`src/rtl/mdu_pkg.sv`:
```
package mdu_pkg;
    typedef enum logic [1:0] {
        OP_MULU = 2'b00,
        OP_MULS = 2'b01,
        OP_DIVU = 2'b10,
        OP_DIVS = 2'b11
    } mdu_op_e;
endpackage

```
`src/rtl/mdu_prep.sv`:
```
module mdu_prep #(
    parameter int WIDTH = 32
) (
    input  logic             sgn_i,
    input  logic [WIDTH-1:0] val_i,
    output logic [WIDTH-1:0] mag_o,
    output logic             neg_o
);
    always_comb begin
        neg_o = sgn_i & val_i[WIDTH-1];
        mag_o = neg_o ? (~val_i + 1'b1) : val_i;
    end
endmodule

```
`src/rtl/mdu_step.sv`:
```
module mdu_step #(
    parameter int WIDTH = 32
) (
    input  logic             is_div_i,
    input  logic [WIDTH:0]   upper_i,
    input  logic [WIDTH-1:0] lower_i,
    input  logic [WIDTH-1:0] oper_i,
    output logic [WIDTH:0]   upper_o,
    output logic [WIDTH-1:0] lower_o
);
    logic [WIDTH:0] sum;
    logic [WIDTH:0] shifted;
    logic [WIDTH:0] trial;

    always_comb begin
        sum     = {1'b0, upper_i[WIDTH-1:0]} + (lower_i[0] ? {1'b0, oper_i} : '0);
        shifted = {upper_i[WIDTH-1:0], lower_i[WIDTH-1]};
        trial   = shifted - {1'b0, oper_i};
        if (is_div_i) begin
            if (!trial[WIDTH]) begin
                upper_o = trial;
                lower_o = {lower_i[WIDTH-2:0], 1'b1};
            end else begin
                upper_o = shifted;
                lower_o = {lower_i[WIDTH-2:0], 1'b0};
            end
        end else begin
            upper_o = {1'b0, sum[WIDTH:1]};
            lower_o = {sum[0], lower_i[WIDTH-1:1]};
        end
    end
endmodule

```
`src/rtl/mdu_fixup.sv`:
```
module mdu_fixup #(
    parameter int WIDTH = 32
) (
    input  logic             is_div_i,
    input  logic             neg_a_i,
    input  logic             neg_b_i,
    input  logic             div_zero_i,
    input  logic [WIDTH:0]   upper_i,
    input  logic [WIDTH-1:0] lower_i,
    output logic [WIDTH-1:0] hi_o,
    output logic [WIDTH-1:0] lo_o
);
    localparam int PW = 2 * WIDTH;

    logic [PW-1:0]    prod;
    logic [WIDTH-1:0] quo;
    logic [WIDTH-1:0] rem;

    always_comb begin
        prod = {upper_i[WIDTH-1:0], lower_i};
        if (neg_a_i ^ neg_b_i) prod = ~prod + 1'b1;
        quo = lower_i;
        rem = upper_i[WIDTH-1:0];
        if (neg_a_i ^ neg_b_i) quo = ~quo + 1'b1;
        if (neg_a_i) rem = ~rem + 1'b1;
        if (div_zero_i) quo = '1;
        if (is_div_i) begin
            hi_o = rem;
            lo_o = quo;
        end else begin
            hi_o = prod[PW-1:WIDTH];
            lo_o = prod[WIDTH-1:0];
        end
    end
endmodule

```
`src/rtl/mdu_hilo.sv`:
```
module mdu_hilo
    import mdu_pkg::*;
#(
    parameter int WIDTH = 32
) (
    input  logic             clk,
    input  logic             rst_n,
    input  logic             start_i,
    input  logic [1:0]       op_i,
    input  logic [WIDTH-1:0] a_i,
    input  logic [WIDTH-1:0] b_i,
    output logic             busy_o,
    output logic [WIDTH-1:0] hi_o,
    output logic [WIDTH-1:0] lo_o
);
    localparam int CW = $clog2(WIDTH + 1);
    localparam logic [CW-1:0] LAST = CW'(WIDTH - 1);

    typedef struct packed {
        logic             busy;
        logic [CW-1:0]    cnt;
        logic             is_div;
        logic             neg_a;
        logic             neg_b;
        logic             div_zero;
        logic [WIDTH:0]   upper;
        logic [WIDTH-1:0] lower;
        logic [WIDTH-1:0] oper;
        logic [WIDTH-1:0] hi;
        logic [WIDTH-1:0] lo;
    } mdu_state_t;

    mdu_state_t st_d, st_q;
    mdu_op_e    op;

    logic [WIDTH-1:0] mag_a, mag_b;
    logic             sgn_a, sgn_b;
    logic [WIDTH:0]   step_upper;
    logic [WIDTH-1:0] step_lower;
    logic [WIDTH-1:0] fix_hi, fix_lo;

    assign op = mdu_op_e'(op_i);

    mdu_prep #(.WIDTH(WIDTH)) u_prep_a (
        .sgn_i(op_i[0]), .val_i(a_i), .mag_o(mag_a), .neg_o(sgn_a)
    );
    mdu_prep #(.WIDTH(WIDTH)) u_prep_b (
        .sgn_i(op_i[0]), .val_i(b_i), .mag_o(mag_b), .neg_o(sgn_b)
    );

    mdu_step #(.WIDTH(WIDTH)) u_step (
        .is_div_i(st_q.is_div), .upper_i(st_q.upper), .lower_i(st_q.lower),
        .oper_i(st_q.oper), .upper_o(step_upper), .lower_o(step_lower)
    );

    mdu_fixup #(.WIDTH(WIDTH)) u_fixup (
        .is_div_i(st_q.is_div), .neg_a_i(st_q.neg_a), .neg_b_i(st_q.neg_b),
        .div_zero_i(st_q.div_zero), .upper_i(step_upper), .lower_i(step_lower),
        .hi_o(fix_hi), .lo_o(fix_lo)
    );

    always_comb begin
        st_d = st_q;
        if (st_q.busy) begin
            st_d.upper = step_upper;
            st_d.lower = step_lower;
            st_d.cnt   = st_q.cnt + 1'b1;
            if (st_q.cnt == LAST) begin
                st_d.busy = 1'b0;
                st_d.hi   = fix_hi;
                st_d.lo   = fix_lo;
            end
        end else if (start_i) begin
            st_d.busy     = 1'b1;
            st_d.cnt      = '0;
            st_d.is_div   = (op == OP_DIVU) || (op == OP_DIVS);
            st_d.neg_a    = sgn_a;
            st_d.neg_b    = sgn_b;
            st_d.div_zero = (b_i == '0);
            st_d.upper    = '0;
            st_d.lower    = mag_a;
            st_d.oper     = mag_b;
        end
    end

    always_ff @(posedge clk or negedge rst_n) begin
        if (!rst_n) st_q <= '0;
        else        st_q <= st_d;
    end

    assign busy_o = st_q.busy;
    assign hi_o   = st_q.hi;
    assign lo_o   = st_q.lo;

    // checker state: independent busy-length counter and busy history
    logic [CW-1:0] chk_len_q;
    logic          chk_busy_prev_q;
    always_ff @(posedge clk or negedge rst_n) begin
        if (!rst_n) begin
            chk_len_q       <= '0;
            chk_busy_prev_q <= 1'b0;
        end else begin
            chk_len_q       <= busy_o ? chk_len_q + 1'b1 : '0;
            chk_busy_prev_q <= busy_o;
        end
    end

    assert_reset_clear_R1: assert property (@(posedge clk)
        !rst_n |=> (hi_o == '0 && lo_o == '0 && !busy_o));

    assert_busy_holds_R2: assert property (@(posedge clk) disable iff (!rst_n)
        (busy_o && chk_len_q != LAST) |=> busy_o);

    assert_busy_ends_R2: assert property (@(posedge clk) disable iff (!rst_n)
        (busy_o && chk_len_q == LAST) |=> !busy_o);

    assert_start_only_idle_R3: assert property (@(posedge clk) disable iff (!rst_n)
        $rose(busy_o) |-> $past(start_i));

    assert_hold_results_R9: assert property (@(posedge clk) disable iff (!rst_n)
        !(chk_busy_prev_q && !busy_o) |-> $stable({hi_o, lo_o}));
endmodule

```
`config.mk`:
```
export PLATFORM = sky130hd
export DESIGN_NAME = mdu_hilo
export DESIGN_NICKNAME = d
export VERILOG_FILES = /design/src/rtl/mdu_pkg.sv /design/src/rtl/mdu_prep.sv /design/src/rtl/mdu_step.sv /design/src/rtl/mdu_fixup.sv /design/src/rtl/mdu_hilo.sv
export SDC_FILE = /design/constraint.sdc
export NUM_CORES = 1
export LEC_CHECK = 0
export BUFFER_PORTS_ARGS = -buffer_cell sky130_fd_sc_hd__clkbuf_2
export CORE_MARGIN = 2
export CORE_UTILIZATION = 45
export DETAILED_ROUTE_END_ITERATION = 8
export PLACE_DENSITY = 0.63
export SLEW_MARGIN = 20
export SYNTH_ARGS = -nofsm -noshare
export SYNTH_HDL_FRONTEND = slang
export SYNTH_SLANG_ARGS = --single-unit
export TNS_END_PERCENT = 5
```
`constraint.sdc`:
```
create_clock -name clk -period 15.53 [get_ports clk]
set_input_delay 1.553 -clock clk [delete_from_list [all_inputs] [get_ports clk]]
set_output_delay 1.553 -clock clk [all_outputs]
set_load 0.005 [all_outputs]
```
==> metrics.log <==
[metrics] Avg Synthesized Cell Area: ~8 um^2
[metrics] number of enable-type register cells in the synthesized netlist: 0
[metrics] register area: ~0.0043 mm^2
[metrics] floorplan die area: 0.0353 mm^2
[metrics] largest net degree at the start of global routing: 86
[metrics] # H-tree levels: 4
[metrics] # fillers: 3338
[metrics] worst-case headroom to the max-slew limit: 15.4%
[metrics] start-to-end type of the worst setup path: reg2reg
[metrics] global-route wire length before repair: 74500 um
[metrics] RSZ-0062 raised after global routing: no
[metrics] count of unresolved DRC violations after routing: 0
[metrics] number of nets with antenna violations after routing: 0
[metrics] kind of path behind the tightest hold check: reg2reg
[metrics] arrival time at the worst endpoint: ~7.0 ns
[metrics] Pins Over Slew Limit: 0
[metrics] Die Span Y: around 190 um
[metrics] highest clock rate: between 0.1 and 0.15 GHz
[metrics] clock latency on the worst-skew pair: approximately 0.46 ns
[metrics] final instance area: 0.0163 mm^2
[metrics] average wire length per cell after detail routing: a little under 20 um
[metrics] cell chosen for the clock root: sky130_fd_sc_hd__clkbuf_16
[metrics] number of iterations in the first detailed-routing pass: 5
[metrics] per-cell via count in the routed design: approximately 5.9
[metrics] Bufs on Longest Clock Path: 2
[metrics] share of flip-flops with an asynchronous set or reset: 100%
[metrics] area of the mapped netlist: between 0.015 and 0.02 mm^2
[metrics] crit path time final: between 6 and 7 ns
[metrics] MaxCap Viol Count: 0
[metrics] vias after detailed routing: 14357
[metrics] Main synth FF type: sky130_fd_sc_hd__dfrtp_1
[metrics] placed cell count: roughly 2400
[metrics] synthesized instance count: just under 2000
[metrics] gr usage total: between 20% and 30%
[metrics] CTS sink cnt: 171
[metrics] number of failing hold endpoints at the final stage: 0
[metrics] Post-Synthesis Net Count: roughly 2100
[metrics] slew of the pin with the lowest slew margin: about 1.2 ns
[metrics] cells resized by post-CTS repair: 0
[metrics] antenna diode instance count: 0
[metrics] Initial Util: ~46%
[metrics] Setup TNS: 0 ns
[metrics] post-CTS setup buffer count: 0
[metrics] Layout Cells excl Fill: around 2400
[metrics] flop and latch count out of synthesis: ~170
[metrics] Core Box Area: about 0.033 mm^2
[metrics] CTS buffer count: 17
[metrics] layout cells sized above 1: about an eighth
[metrics] number of rows created at floorplan: 67
[metrics] Crit path required time: 15.84 ns
[metrics] GP Congestion: around 1
[metrics] number of buffers inserted by hold repair at cts: 0
[metrics] number of nets in the layout: around 2100
[metrics] share of synthesized area occupied by flip-flops and latches: 28.1%
[metrics] overflow left after global routing: 0
[metrics] post-synthesis cell type count: 99
[metrics] number of DRC violations after detailed-routing iteration 0: 1493
[metrics] Die Width: about 190 um
[metrics] part of the cycle the worst path needs: 43.1%
[metrics] maximum fanout count along the critical path: 14
[metrics] total number of yosys warnings: 0
[metrics] Critical Path End Type: flip-flop
[metrics] TritonCTS clock tree: yes
[metrics] final wirelength: between 40000 and 50000 um
[metrics] Final HPWL DP: between 30000 and 40000 um
[metrics] Buffers on Ports: 133
[metrics] DP Area: about 0.016 mm^2
[metrics] Layout Skew: between 0.015 and 0.02 ns
[metrics] area occupied by multi-input gates: between 0.009 and 0.01 mm^2
[metrics] Setup violations, final: 0
[metrics] Final Core Density: about half
[metrics] Ports: about 130
[metrics] crit path launch type: flip-flop
[metrics] result of the run: complete, no violations
[metrics] clock transition at the registers of the reported paths: 0.07 ns
[metrics] vias in the first global route: approximately 13000
[metrics] growth of design area from synthesis to finish: 7.24%
[metrics] initial antenna violation count: 0
placed cells by master, fill, tap and decap left out, types with 25 or more instances in the layout:
master,n
sky130_fd_sc_hd__a21o_1,25
sky130_fd_sc_hd__a21oi_1,150
sky130_fd_sc_hd__and2_1,43
sky130_fd_sc_hd__clkbuf_2,132
sky130_fd_sc_hd__dfrtp_1,169
sky130_fd_sc_hd__ha_1,69
sky130_fd_sc_hd__inv_1,63
sky130_fd_sc_hd__mux2i_1,38
sky130_fd_sc_hd__nand2_1,265
sky130_fd_sc_hd__nor2_1,139
sky130_fd_sc_hd__nor3_1,50
sky130_fd_sc_hd__o211ai_1,35
sky130_fd_sc_hd__o21ai_0,188
sky130_fd_sc_hd__xnor2_1,91
sky130_fd_sc_hd__xor2_1,71
stage by stage:
stage,hold slack (ns),setup WS (ns)
floorplan,0.444,9.99
global placement,0.460,9.18
detailed placement,0.471,8.97
CTS,0.487,8.96
global route,0.509,8.11
finish,0.479,8.83
layer usage:
| layer | wire, um | GRT usage [%] | vias to the layer above |
|---|---|---|---|
| met5 | 0 | 0 | - |
| met4 | 1140 | 7.93 | 0 |
| met3 | 3540 | 5.09 | 70 |
| met2 | 19700 | 38.4 | 541 |
| met1 | 22400 | 39.4 | 6838 |
| li1 | - | - | 6908 |
worst paths after layout:
kind	slack, ns	cells after the start	end	startpoint
setup reg to reg	8.83	26	hi_o[24]	st_q[127]
hold / removal	0.48	2	hi_o[25]	hi_o[25]
hold reg to reg	0.48	2	hi_o[25]	hi_o[25]
max in group asynchronous	13.25	2	busy_o	rst_n
setup / recovery	8.83	26	hi_o[24]	st_q[127]
min in group asynchronous	1.02	1	lo_o[20]	rst_n
final cells by class:
class,count,share of cell area (%)
multi-input combinational,1544,60.2
sequential,171,26.2
timing repair buffer,155,5.12
tap,448,3.43
clock buffer,20,2.73
inverter,66,1.52
clock inverter,12,0.819
synth_stat cells (35+ instances only):
master | n | share of area, %
sky130_fd_sc_hd__nand2_1 | 266 | 6.6
sky130_fd_sc_hd__o21ai_0 | 188 | 6.2
sky130_fd_sc_hd__dfrtp_1 | 171 | 28
sky130_fd_sc_hd__a21oi_1 | 150 | 4.9
sky130_fd_sc_hd__nor2_1 | 140 | 3.4
sky130_fd_sc_hd__xnor2_1 | 91 | 5.2
sky130_fd_sc_hd__clkbuf_1 | 72 | 1.8
sky130_fd_sc_hd__xor2_1 | 71 | 4.1
sky130_fd_sc_hd__ha_1 | 69 | 5.7
sky130_fd_sc_hd__buf_4 | 65 | 3.2
sky130_fd_sc_hd__inv_1 | 64 | 1.6
sky130_fd_sc_hd__nor3_1 | 50 | 1.6
sky130_fd_sc_hd__and2_1 | 43 | 1.8
sky130_fd_sc_hd__mux2i_1 | 38 | 2.5
sky130_fd_sc_hd__o211ai_1 | 35 | 1.7
cells by family (layout without fill, tap and decap cells):
family / count (synthesis) / in the layout / synth area share (%)
xor gates and xnor gates: 164 / 164 / 9.60
AOI/OAI and AO/OA: 606 / 606 / 25.5
adders and majority gates: 71 / 71 / 5.93
muxes: 47 / 47 / 3.20
DFF: 171 / 171 / 28.1
and+or+nand+nor: 656 / 656 / 20.2
buffers and inverters: 229 / 253 / 7.46
critical path: stages (launching register included):
cell	delay [ns]
sky130_fd_sc_hd__dfrtp_1	0.42
sky130_fd_sc_hd__inv_1	0.07
sky130_fd_sc_hd__ha_1	0.21
sky130_fd_sc_hd__fa_1	0.41
sky130_fd_sc_hd__nand2b_1	0.18
sky130_fd_sc_hd__a21oi_1	0.36
sky130_fd_sc_hd__o21ai_4	0.14
sky130_fd_sc_hd__o221ai_4	0.32
sky130_fd_sc_hd__a21oi_4	0.22
sky130_fd_sc_hd__xnor2_2	0.19
sky130_fd_sc_hd__nor2_1	0.18
sky130_fd_sc_hd__a21oi_1	0.33
sky130_fd_sc_hd__ha_1	0.25
sky130_fd_sc_hd__nor3b_1	0.25
sky130_fd_sc_hd__o221ai_1	0.23
sky130_fd_sc_hd__nor3_1	0.31
sky130_fd_sc_hd__and2_1	0.19
sky130_fd_sc_hd__nand2_1	0.10
sky130_fd_sc_hd__nor3_1	0.41
sky130_fd_sc_hd__nand2_1	0.21
sky130_fd_sc_hd__nor2_1	0.41
sky130_fd_sc_hd__o2111ai_1	0.26
sky130_fd_sc_hd__nor2b_1	0.25
sky130_fd_sc_hd__o21ai_0	0.13
sky130_fd_sc_hd__o31ai_1	0.28
sky130_fd_sc_hd__xor2_1	0.16
sky130_fd_sc_hd__o21ai_0	0.08
registers in the layout (all words and copies together) (netlist names):
| name | cells |
|---|---|
| lo_o | 32 |
| hi_o | 32 |
| st_q | 106 |
| busy_o | 1 |
Power is left out: the tool's default activity adds up to more than one toggle a clock period on the data nets, which glitch-free logic cannot reach.
